File: config.mk
export PLATFORM = sky130hd
export DESIGN_NAME = fp_opdec
export DESIGN_NICKNAME = d
export VERILOG_FILES = /design/src/rtl/fp_opdec.sv
export SDC_FILE = /design/constraint.sdc
export NUM_CORES = 1
export LEC_CHECK = 0
export ABC_CLOCK_PERIOD_IN_PS = 1200
export BUFFER_PORTS_ARGS = -buffer_cell sky130_fd_sc_hd__buf_2
export CAP_MARGIN = 20
export CORE_MARGIN = 2
export CORE_UTILIZATION = 46
export CTS_BUF_LIST = sky130_fd_sc_hd__clkbuf_4 sky130_fd_sc_hd__clkbuf_8
export DETAILED_ROUTE_END_ITERATION = 7
export PLACE_DENSITY = 0.74
export SKIP_LAST_GASP = 1
export SYNTH_ARGS = -nofsm -noshare
export SYNTH_HDL_FRONTEND = slang
export SYNTH_SLANG_ARGS = --single-unit
File: constraint.sdc
create_clock -name clk -period 1.2 [get_ports clk]
set_input_delay 0.06 -clock clk [delete_from_list [all_inputs] [get_ports clk]]
set_output_delay 0.06 -clock clk [all_outputs]
set_load 0.005 [all_outputs]
File: src/rtl/fp_opdec.sv
module fp_opdec (
  input  logic        clk,
  input  logic        rst_n,
  input  logic        in_valid,
  input  logic [31:0] in_insn,
  input  logic [2:0]  in_ftt,
  input  logic        in_illegal_path,
  output logic        out_valid,
  output logic        out_fpop,
  output logic        out_unimpl,
  output logic [2:0]  out_exp_ftt,
  output logic [1:0]  out_rd_sz,
  output logic [1:0]  out_rs1_sz,
  output logic [1:0]  out_rs2_sz,
  output logic [5:0]  out_rd_idx,
  output logic [5:0]  out_rs1_idx,
  output logic [5:0]  out_rs2_idx,
  output logic        out_bad_reg,
  output logic        out_mismatch,
  output logic        out_accept,
  output logic [2:0]  out_ftt_next,
  output logic        out_lo_dirty,
  output logic        out_hi_dirty
);
  localparam logic [1:0] N = 2'd0, S = 2'd1, D = 2'd2, Q = 2'd3;

  logic       grp1, grp2, fpop, known, live_ftt;
  logic [8:0] opf;
  logic [4:0] f_rd, f_rs1, f_rs2;
  logic [1:0] sz_rd, sz_rs1, sz_rs2;
  logic [2:0] fix_ftt, exp_ftt, ftt_next;
  logic [5:0] i_rd, i_rs1, i_rs2;
  logic       mism, bad, acc;

  assign grp1 = {in_insn[31:30], in_insn[24:19]} == 8'b10_110100;
  assign grp2 = {in_insn[31:30], in_insn[24:19]} == 8'b10_110101;
  assign fpop = grp1 | grp2;
  assign opf  = in_insn[13:5];
  assign f_rd  = in_insn[29:25];
  assign f_rs1 = in_insn[18:14];
  assign f_rs2 = in_insn[4:0];

  always_comb begin
    {known, live_ftt, sz_rd, sz_rs2, sz_rs1, fix_ftt} = {1'b0, 1'b0, N, N, N, 3'd0};
    if (grp2) begin
      if (opf == 9'h053 || opf == 9'h057) {known, sz_rd, sz_rs2, sz_rs1, fix_ftt} = {1'b1, N, Q, Q, 3'd3};
    end else if (grp1) begin
      known = 1'b1;
      case (opf)
        9'h003, 9'h007, 9'h00b, 9'h02b:         {sz_rd, sz_rs2, sz_rs1, fix_ftt} = {Q, Q, N, 3'd3};
        9'h043, 9'h047, 9'h04b, 9'h04f:         {sz_rd, sz_rs2, sz_rs1, fix_ftt} = {Q, Q, Q, 3'd3};
        9'h06e:                                 {sz_rd, sz_rs2, sz_rs1, fix_ftt} = {Q, D, D, 3'd3};
        9'h083, 9'h0cb:                         {sz_rd, sz_rs2, sz_rs1, fix_ftt} = {D, Q, N, 3'd3};
        9'h08c, 9'h0ce:                         {sz_rd, sz_rs2, sz_rs1, fix_ftt} = {Q, D, N, 3'd3};
        9'h0c7, 9'h0d3:                         {sz_rd, sz_rs2, sz_rs1, fix_ftt} = {S, Q, N, 3'd3};
        9'h0cc, 9'h0cd:                         {sz_rd, sz_rs2, sz_rs1, fix_ftt} = {Q, S, N, 3'd3};
        9'h029: begin {sz_rd, sz_rs2, sz_rs1} = {S, S, N}; live_ftt = 1'b1; end
        9'h02a: begin {sz_rd, sz_rs2, sz_rs1} = {D, D, N}; live_ftt = 1'b1; end
        9'h042, 9'h046, 9'h04a, 9'h04e:         {sz_rd, sz_rs2, sz_rs1, fix_ftt} = {D, D, D, 3'd2};
        9'h041, 9'h045, 9'h049, 9'h04d:         {sz_rd, sz_rs2, sz_rs1, fix_ftt} = {S, S, S, 3'd2};
        9'h069:                                 {sz_rd, sz_rs2, sz_rs1, fix_ftt} = {D, S, S, 3'd2};
        9'h081, 9'h0c9, 9'h0c8:                 {sz_rd, sz_rs2, sz_rs1, fix_ftt} = {D, S, N, 3'd2};
        9'h082, 9'h088:                         {sz_rd, sz_rs2, sz_rs1, fix_ftt} = {D, D, N, 3'd2};
        9'h0c6, 9'h0d2, 9'h084:                 {sz_rd, sz_rs2, sz_rs1, fix_ftt} = {S, D, N, 3'd2};
        9'h0d1:                                 {sz_rd, sz_rs2, sz_rs1, fix_ftt} = {S, S, N, 3'd2};
        default: known = 1'b0;
      endcase
    end
  end

  function automatic logic [5:0] map_idx(input logic [4:0] f, input logic [1:0] sz);
    if (sz == N)      return 6'd0;
    else if (sz == S) return {1'b0, f};
    else              return {f[0], f[4:1], 1'b0};
  endfunction

  assign i_rd  = map_idx(f_rd,  sz_rd);
  assign i_rs1 = map_idx(f_rs1, sz_rs1);
  assign i_rs2 = map_idx(f_rs2, sz_rs2);

  assign exp_ftt = !known ? 3'd0 : (live_ftt ? in_ftt : fix_ftt);
  assign mism = known && !in_illegal_path && (exp_ftt != in_ftt);
  assign bad  = known && !mism && ((sz_rd == Q && f_rd[1]) || (sz_rs1 == Q && f_rs1[1]) || (sz_rs2 == Q && f_rs2[1]));
  assign acc  = known && !mism && !bad;
  assign ftt_next = bad ? 3'd6 : (acc ? 3'd0 : in_ftt);

  always_ff @(posedge clk or negedge rst_n) begin
    if (!rst_n) begin
      out_valid <= 1'b0;
      {out_accept, out_mismatch, out_bad_reg, out_lo_dirty, out_hi_dirty} <= '0;
    end else begin
      out_valid    <= in_valid;
      out_accept   <= in_valid && acc;
      out_mismatch <= in_valid && mism;
      out_bad_reg  <= in_valid && bad;
      out_lo_dirty <= in_valid && acc && sz_rd != N && !i_rd[5];
      out_hi_dirty <= in_valid && acc && sz_rd != N && i_rd[5];
    end
  end

  always_ff @(posedge clk or negedge rst_n) begin
    if (!rst_n) begin
      {out_fpop, out_unimpl, out_exp_ftt, out_ftt_next} <= '0;
      {out_rd_sz, out_rs1_sz, out_rs2_sz} <= '0;
      {out_rd_idx, out_rs1_idx, out_rs2_idx} <= '0;
    end else if (in_valid) begin
      out_fpop     <= fpop;
      out_unimpl   <= fpop && !known;
      out_exp_ftt  <= exp_ftt;
      out_ftt_next <= ftt_next;
      {out_rd_sz, out_rs1_sz, out_rs2_sz} <= {sz_rd, sz_rs1, sz_rs2};
      {out_rd_idx, out_rs1_idx, out_rs2_idx} <= {i_rd, i_rs1, i_rs2};
    end
  end

  a_r1_valid_follows: assert property (@(posedge clk) disable iff (!rst_n)
    out_valid == $past(in_valid));
  a_r7_mismatch_keeps_ftt: assert property (@(posedge clk) disable iff (!rst_n)
    out_mismatch |-> (out_ftt_next == $past(in_ftt)) && !out_accept && !out_bad_reg);
  a_r8_accept_clears: assert property (@(posedge clk) disable iff (!rst_n)
    out_accept |-> out_ftt_next == 3'd0 && out_fpop && !out_unimpl);
  a_r6_bad_reg_six: assert property (@(posedge clk) disable iff (!rst_n)
    out_bad_reg |-> out_ftt_next == 3'd6 && !out_accept);
  a_r9_unimpl_none: assert property (@(posedge clk) disable iff (!rst_n)
    out_unimpl |-> !out_accept && out_rd_sz == 2'd0 && out_rs1_sz == 2'd0 && out_rs2_sz == 2'd0);
  a_r11_dirty_one_half: assert property (@(posedge clk) disable iff (!rst_n)
    $onehot0({out_lo_dirty, out_hi_dirty}) && ((out_lo_dirty || out_hi_dirty) -> out_accept));
endmodule

Word-level counts from Yosys, hierarchy flattened

Index checks and enable logic that the tools add are counted.

Flip-flop bits (word level): 38
Word-level logic and storage cells: 136

Equal/unequal tests: 48
Mux-type cells: 31
Bitwise gates (word level): 1
Reductions and logical operators: 40

Operators by type and width:

| kind               | number |
|---|---|
| $eq 9x8->1 const B | 17 |
| $eq 9x7->1 const B | 16 |
| $reduce_or 13->1   | 3 |
| $reduce_or 37->1   | 1 |
| $mux 6             | 6 |
| $eq 9x6->1 const B | 3 |
| $reduce_or 12->1   | 2 |
| $mux 2             | 9 |
| $pmux 2 s3         | 3 |
| $reduce_or 18->1   | 1 |
| $reduce_or 17->1   | 1 |
| $eq 8x8->1 const B | 2 |
| $logic_and 1x1->1  | 15 |
| $mux 3             | 5 |
| $reduce_or 11->1   | 1 |
| $reduce_or 5->1    | 2 |
| $eq 9x2->1 const B | 1 |
| $eq 9x3->1 const B | 1 |
| $eq 9x4->1 const B | 1 |
| $mux 1             | 7 |
| $eq 2x1->1 const B | 3 |
| $eq 2x2->1 const B | 3 |
| $logic_not 2->1    | 3 |
| $logic_not 1->1    | 5 |
| 7 further kinds    | 9 |

Logic depth before layout (Yosys ltp)

Gate-level depths: netlist of the first run.

Depth in word-level cells: 17
Depth in mapped cells: 10

Worst setup path after synthesis of the first run

No wires, ideal clock.

Kind: input to register
From: input port in_insn[19]
To: register out_hi_dirty
Library setup time: 0.067 ns
Arrival time: 2.027 ns
Setup slack: -0.894 ns
Cell stages on the path: 8
Cells stage by stage: or4b_4 -> or4_4 -> nor2_2 -> nor4b_1 -> a211oi_2 -> and4b_1 -> buf_4 -> and3_1

Longest elaborated chain between the ends: 15
Elaborated cells on any way between the ends: 40
Those cells by class: eq/ne (7); mux (16); reduce/logical (17)

Ends and longest elaborated chain:

| element                          | line   | RTL |
|---|---|---|
| start: declaration               | 5      | `input logic [31:0] in_insn,` |
| $eq 8x8->1                       | 35     | `assign grp1 = {in_insn[31:30], in_insn[24:19]} == 8'b10_110100;` |
| $mux 2 or $mux 1 (tied branches) | 47     | `end else if (grp1) begin` |
| $mux 3 or $mux 1 (tied branches) | 45     | `if (grp2) begin` |
| $mux 3 (2 in series)             | 81     | `assign exp_ftt = !known ? 3'd0 : (live_ftt ? in_ftt : fix_ftt);` |
| $ne 3x3->1                       | 82     | `assign mism = known && !in_illegal_path && (exp_ftt != in_ftt);` |
| $logic_and 1x1->1                | 82     |  |
| $logic_not 1->1                  | 83, 84 |  |
| $logic_and 1x1->1                | 83, 84 |  |
| $logic_and 1x1->1                | 83     | `assign bad = known && !mism && ((sz_rd == Q && f_rd[1]) \|\| (sz_rs1 == Q && f_rs1[1]) \|\| (sz_rs2 == Q && f_rs2[ ...` |
| $logic_not 1->1                  | 84     | `assign acc = known && !mism && !bad;` |
| $logic_and 1x1->1                | 84     |  |
| $logic_and 1x1->1 (2 in series)  | 97     | `out_hi_dirty <= in_valid && acc && sz_rd != N && i_rd[5];` |
| $logic_and 1x1->1 (*)            | 97     |  |
| end signal: assignment           | 97     |  |
| end: declaration                 | 23     | `output logic out_hi_dirty` |

Mark *: on every way between the ends. The rest lies on a longest branch, timed or not.
A chain may end at the register's enable or synchronous reset.

Worst setup path in the final report of the first run

From: input port in_insn[30]
To: register out_ftt_next[2]

Longest elaborated chain between the ends: 14
Elaborated cells on any way between the ends: 34
Those cells by class: eq/ne (6); mux (16); reduce/logical (12)

Ends and longest elaborated chain:

| element                          | line   | RTL |
|---|---|---|
| $eq 8x8->1                       | 35     |  |
| $mux 2 or $mux 1 (tied branches) | 47     |  |
| $mux 3 or $mux 1 (tied branches) | 45     |  |
| $mux 3 (2 in series)             | 81     |  |
| $ne 3x3->1                       | 82     |  |
| $logic_and 1x1->1                | 82     |  |
| $logic_not 1->1                  | 83, 84 |  |
| $logic_and 1x1->1                | 83, 84 |  |
| $logic_and 1x1->1                | 83     |  |
| $logic_not 1->1                  | 84     |  |
| $logic_and 1x1->1                | 84     |  |
| $mux 3                           | 85     | `assign ftt_next = bad ? 3'd6 : (acc ? 3'd0 : in_ftt);` |
| $mux 3 (*)                       | 85     |  |
| end signal: assignment           | 110    | `out_ftt_next <= ftt_next;` |
| end: declaration                 | 21     | `output logic [2:0] out_ftt_next,` |

Marked as above.

==> impl_results.md, run 1 <==
* Number of enable flip-flop cells after synthesis at 0
* Share of post-route cells with drive strength above 1 at 59.0%
* Final hold slack at 0.0149 ns
* Worst skew pair latency at 0.30 ns
* Post-synth net total at 297
* Most used DFF post-synth: dfrtp_1
* Achievable Freq at 406 MHz
* WL final at 10900 microns
* 1st-pass router iterations at 5
* Final Instance Area at 0.00428 sq mm
* Power share of the combinational group at 25.6%
* CP endpoint kind: register
* Layout net count at 467
* Site row count at 25
* IO buf count at 76
* Final setup fails at 36
* P&R area growth vs syn at 84.7%
* Area of the multi-input gates at 0.00178 sq mm
* Setup TNS at -18.15 ns
* Final number of max-transition violations at 0
* Yosys warning count at 0
* Buffers and inverters on the worst path at 1
* DRC Markers at 0
* Synthesized area at 0.00232 sq mm
* CTS tree: yes
* Worst setup SP type: primary input
* Max Root-Sink Buffers at 2
* Antenna cells at 0
* Failing checks: setup timing
* Initial antenna violation count at 1
* Worst clock skew at 0 ns
* Detailed Route Iter0 Violations at 285
* RSZ-0062 raised after global routing: yes
* Final Hold Viols at 0
* #FFs+latches synth at 38
* First-pass GRT wire length at 14100 microns
* Hold Path Class: primary input to register
* Post-detailed-placement half-perimeter wirelength at 6180 microns
* Critical Path Fanout Max at 5
* Final period util at 205%
* TritonCTS buffer count at 5
* CP max-delay cell: nor4b_1
* Starting Density at 48.4%
* Avg Inst Size Synth at 8.98 sq um
* Power density cells at 705 mW/mm^2
* VDD IR max at 460 uV
* Via count at 3163
* I/O pin count at 77
* Reg power frac at 43.2%
* Internal power at 2.13 mW
* Worst path max stage delay at 0.59 ns
* Die W at 75.0 microns
* Sequential Area at 951 sq um
* Number of global-route vias before repair at 2870
* Critical-path cell list: buf_6, nand4b_1, or3_1, a21oi_1, nor4b_1, a211oi_4, and4b_2, a211oi_1
* Vias/cell at 6.38
* Die Area at 0.00562 sq mm
* Cell family with most CP delay: simple AND/OR/NAND/NOR gates
* Register area share after synthesis at 41.0%
* Core area at 0.00479 sq mm
* Gr usage total at 33.3%
* CTS clock-pin slew for the worst setup and hold paths at 0.08 ns
* CP Class: primary input to register
* Psw at 0.892 mW
* Total power at 3.02 mW
* Post-route setup slack at -1.26 ns
* Sw Ratio at 29.5%
* Largest net degree at the start of global routing at 39
* Wire length per cell at 21.9 microns
* Cell count after synthesis at 258
* Routed Antenna Nets at 0
* Cell Area, Placed at 0.00346 sq mm
* CP Data Required Time at 1.38 ns
* Min cycle time layout at 2.46 ns
* Final Wtd Congestion at 0.945
* Status: finished, violations left
* Rel. slew slack at 53.9%
* H-Tree Depth at 2
* Worst-Margin Slew at 0.685 ns
* Post-synthesis cell type count at 57
* Asr flop ratio synth at 100%
* Max-cap violations at 0
* CTS root buf: clkbuf_8
* Grt ovf at 0
* Clk sink count at 38
* Die Span Y at 75.0 microns
* Clock network power share at 31.2%
* Crit path DAT at 2.65 ns
* Fill cells at 220
* Pleak at 2.03 nW
[worst paths after layout]
check	start	endpoint	slack [ns]	depth (start not counted)
min in group asynchronous	rst_n	out_exp_ftt[1]	0.33	3
worst min-delay path	in_insn[15]	out_rs1_idx[1]	0.01	2
worst max register to register	out_ftt_next[2]	out_ftt_next[2]	0.40	2
worst min register to register	out_rs2_idx[0]	out_rs2_idx[0]	0.49	1
max in group asynchronous	rst_n	out_rd_idx[3]	0.53	3
worst max-delay path	in_insn[30]	out_ftt_next[2]	-1.26	8
[Yosys cell counts, types with 5 or more instances]
cell type / count / area (sq um)
nand2_1: 22 / 82.6
nand4b_1: 6 / 52.6
o2bb2ai_1: 10 / 87.6
a21oi_1: 15 / 75.1
nor2_1: 19 / 71.3
nand3_1: 8 / 40.0
and3_1: 5 / 31.3
nor4_1: 5 / 31.3
nand4_1: 5 / 31.3
nor2b_1: 6 / 37.5
nor3_1: 7 / 35.0
inv_1: 7 / 26.3
clkbuf_1: 14 / 52.6
o21ai_0: 7 / 35.0
nand3b_1: 6 / 45.0
dfrtp_1: 38 / 951
a22o_1: 10 / 87.6
[per-stage QoR]
step | setup slack, ns | cells | utilization (%)
detailed placement | -1.12 | 463 | 72.4
CTS | -0.812 | 497 | 84.8
finish | -1.26 | 496 | 89.4
global route | -1.35 | 496 | 89.4
floorplan | -0.877 | 258 | -
global placement | -1.04 | 463 | 72.4
[per-layer routing]
layer  up-vias  track usage, %  wire length [microns]
li1       1319               -                      -
met1      1529            37.5                   3870
met3        68            5.22                    784
met2       247            61.9                   5520
met5         -               0                      0
met4         0            13.7                    704
[power groups by stage]
stage	sequential (mW)	combinational, mW	clock [mW]
floorplan	1.33	0.245	0
global placement	1.33	0.541	0
detailed placement	1.33	0.552	0
CTS	1.30	0.675	0.915
global route	1.30	0.811	0.962
finish	1.30	0.773	0.942
[cell type report]
cell class | instances | area share [%]
Clock buffer | 6 | 1.93
Clock inverter | 2 | 0.292
Inverter | 7 | 0.614
Multi-Input combinational cell | 196 | 41.6
Sequential cell | 38 | 22.2
Tap cell | 67 | 1.96
Timing Repair Buffer | 180 | 31.4
[layout by cell type (no fill, tap or decap), drive strengths merged, types with 2 or more instances in the layout]
cell	Yosys	final
and3	5	5
a31oi	4	4
nand3b	6	6
a22o	10	10
a21boi	2	2
clkbuf	14	6
o2bb2ai	10	10
nor3b	4	4
nor3	7	7
o21ai	7	7
nand4	5	5
a21o	2	2
dfrtp	38	38
and2	4	4
or3	2	2
nor4b	2	2
o31ai	3	3
nand2	22	22
nor2	20	20
a211oi	5	5
mux2	2	2
nor4	5	5
nand4b	6	6
dlygate4sd3	0	8
or4	2	2
inv	7	7
o2111ai	2	2
nand3	8	8
nand2b	4	4
a311oi	2	2
nor2b	6	6
or2	3	3
buf	3	172
or3b	2	2
or4b	2	2
a21oi	15	15
[kinds of logic (layout without fill, tap and decap cells)]
group / Yosys count / after routing / share of synthesized area (%)
xor gates and xnor gates: 2 / 2 / 0.756
buffers and inverters: 24 / 195 / 4.16
muxes: 2 / 2 / 0.972
and+or+nand+nor: 119 / 119 / 29.9
DFF: 38 / 38 / 41.0
AOI/OAI and AO/OA: 73 / 73 / 23.2
[what timing repair did]
item,in CTS,in global routing
buffers inserted,19,6
endpoints found under the setup margin,36,36
cloned,1,0
hold buffers,8,0
pin swaps,28,34
resized for setup,70,41
hold endpoints to repair,45,0
Note: power is estimated with default switching activity, not from simulation.
==> run 2: changes to the inputs <==
BUFFER_PORTS_ARGS = default   (was -buffer_cell sky130_fd_sc_hd__buf_2)
DONT_BUFFER_PORTS = 1   (was default)
PLACE_DENSITY = default   (was 0.74)
==> run 2 against run 1 <==
The flow still finishes with violations (setup timing). Sequential power barely moved. First-iteration DRC count fell by 45%. Via count fell by 22%. Setup slack improved by 0.49 ns. Routed wire length fell by 30%. Sequential cell count did not move. Highest routed layer unchanged.
==> impl_results.md, run 2 (synthesis results as in run 1) <==
* VDD IR max at 648 uV
* Final Wtd Congestion at 0.860
* First-pass GRT wire length at 11500 microns
* Post-route setup slack at -0.779 ns
* Max-cap violations at 0
* Crit path DAT at 2.18 ns
* Critical Path Fanout Max at 7
* 1st-pass router iterations at 5
* Final setup fails at 35
* Worst skew pair latency at 0.29 ns
* Setup TNS at -13.35 ns
* IO buf count at 0
* Number of global-route vias before repair at 2384
* Final number of max-transition violations at 0
* Min cycle time layout at 1.98 ns
* Final Hold Viols at 0
* Antenna cells at 0
* Die Area at 0.00562 sq mm
* Site row count at 25
* Via count at 2461
* Max Root-Sink Buffers at 2
* Starting Density at 48.4%
* CP Data Required Time at 1.40 ns
* CP endpoint kind: register
* I/O pin count at 77
* Die Span Y at 75.0 microns
* CTS clock-pin slew for the worst setup and hold paths at 0.07 ns
* Clk sink count at 38
* CTS root buf: clkbuf_8
* Status: finished, violations left
* Setup WS pre-CTS at -1.01 ns
* Worst-Margin Slew at 0.788 ns
* RSZ-0062 raised after global routing: yes
* Routed Antenna Nets at 0
* Worst setup SP type: primary input
* WL final at 7580 microns
* Detailed Route Iter0 Violations at 156
* Failing checks: setup timing
* CP Class: primary input to register
* Worst clock skew at 0 ns
* Hold Path Class: primary input to register
* Placed insts at 360
* Initial antenna violation count at 0
* H-Tree Depth at 2
* Pleak at 1.52 nW
* Rel. slew slack at 47.0%
* P&R area growth vs syn at 52.6%
* Power density cells at 806 mW/mm^2
* Largest net degree at the start of global routing at 39
* Vias/cell at 6.20
* Core area at 0.00479 sq mm
* Most common cell after layout, fill and taps aside: buf_4
* Achievable Freq at 505 MHz
* Share of post-route cells with drive strength above 1 at 38.5%
* Layout net count at 369
* Final period util at 165%
* Wire length per cell at 19.1 microns
* Gr usage total at 26.8%
* Grt ovf at 0
* TritonCTS buffer count at 5
* Final Instance Count excl. Fillers at 397
* Post-detailed-placement half-perimeter wirelength at 4970 microns
* Most frequent cells in the layout: buf_4 (49), dfrtp_1 (38), nand2_1 (21), dlygate4sd3_1 (19), nor2_1 (16)
* CTS tree: yes
* Die W at 75.0 microns
* DRC Markers at 0
==> run 2: changes by cell type in the layout (fill, tap and decap cells not counted), sizes merged <==
cell and delta:
buf -110, bufinv +1, clkinv -1, clkinvlp -1
dlygate4sd3 +11, dlymetal6s4s +1
==> run 2: metrics by stage <==
| step | area (sq um) | hold slack (ns) | util (%) | power, mW |
|---|---|---|---|---|
| floorplan | 2530 | -0.236 | - | 1.58 |
| global placement | 2890 | -0.235 | 60.4 | 1.61 |
| detailed placement | 2890 | -0.235 | 60.4 | 1.61 |
| CTS | 3410 | 0.0264 | 71.3 | 2.83 |
| global route | 3540 | 0.0203 | 73.9 | 2.96 |
| finish | 3540 | 0.0207 | 73.9 | 2.85 |
==> run 2: final timing paths <==
path,startpoint,end,slack [ns],depth (start not counted)
max in group asynchronous,rst_n,out_rs1_idx[3],0.79,2
min in group asynchronous,rst_n,out_bad_reg,0.22,2
worst max-delay path,in_insn[19],out_ftt_next[1],-0.78,8
worst max register to register,out_rd_sz[0],out_rd_sz[0],0.42,1
worst min register to register,out_rs1_sz[1],out_rs1_sz[1],0.52,2
worst min-delay path,in_ftt[1],out_exp_ftt[1],0.02,2
==> run 2: worst max-delay path, stage by stage <==
cell and delay (ns):
or4b_4 0.53, or4_4 0.53, nor2_4 0.15, o32ai_2 0.10
a211oi_2 0.31, buf_4 0.18, a21oi_2 0.07, a211oi_1 0.25
==> run 2: final cells by class <==
class	instances	area [sq um]
clock buffers	6	82.6
clock inverters	1	30.0
fillers	351	1250
inverters	7	26.3
multi-input cells	196	1630
flip-flops and latches	38	951
well taps	67	83.8
repair buffers	82	734
==> run 2: repair_timing <==
action / CTS / global route
buffers inserted: 7 / 7
hold buffers: 21 / 0
endpoints found under the setup margin: 35 / 37
pin swaps: 25 / 15
hold endpoints to repair: 69 / 0
gates resized for setup: 32 / 20
==> run 2: layer usage <==
| layer | global-route usage [%] | part of all wire [%] | vias to the layer above |
|---|---|---|---|
| li1 | - | - | 1126 |
| met3 | 6.43 | 7.9 | 18 |
| met5 | 0 | 0 | - |
| met2 | 44.0 | 49 | 113 |
| met1 | 34.8 | 41 | 1204 |
| met4 | 8.93 | 2.1 | 0 |
==> run 2: where the power goes <==
group / internal, mW / total, mW / switching (mW)
sequential: 1.30 / 1.31 / 0.0123
clock: 0.665 / 1.11 / 0.449
combinational: 0.224 / 0.430 / 0.206
total: 2.19 / 2.85 / 0.667
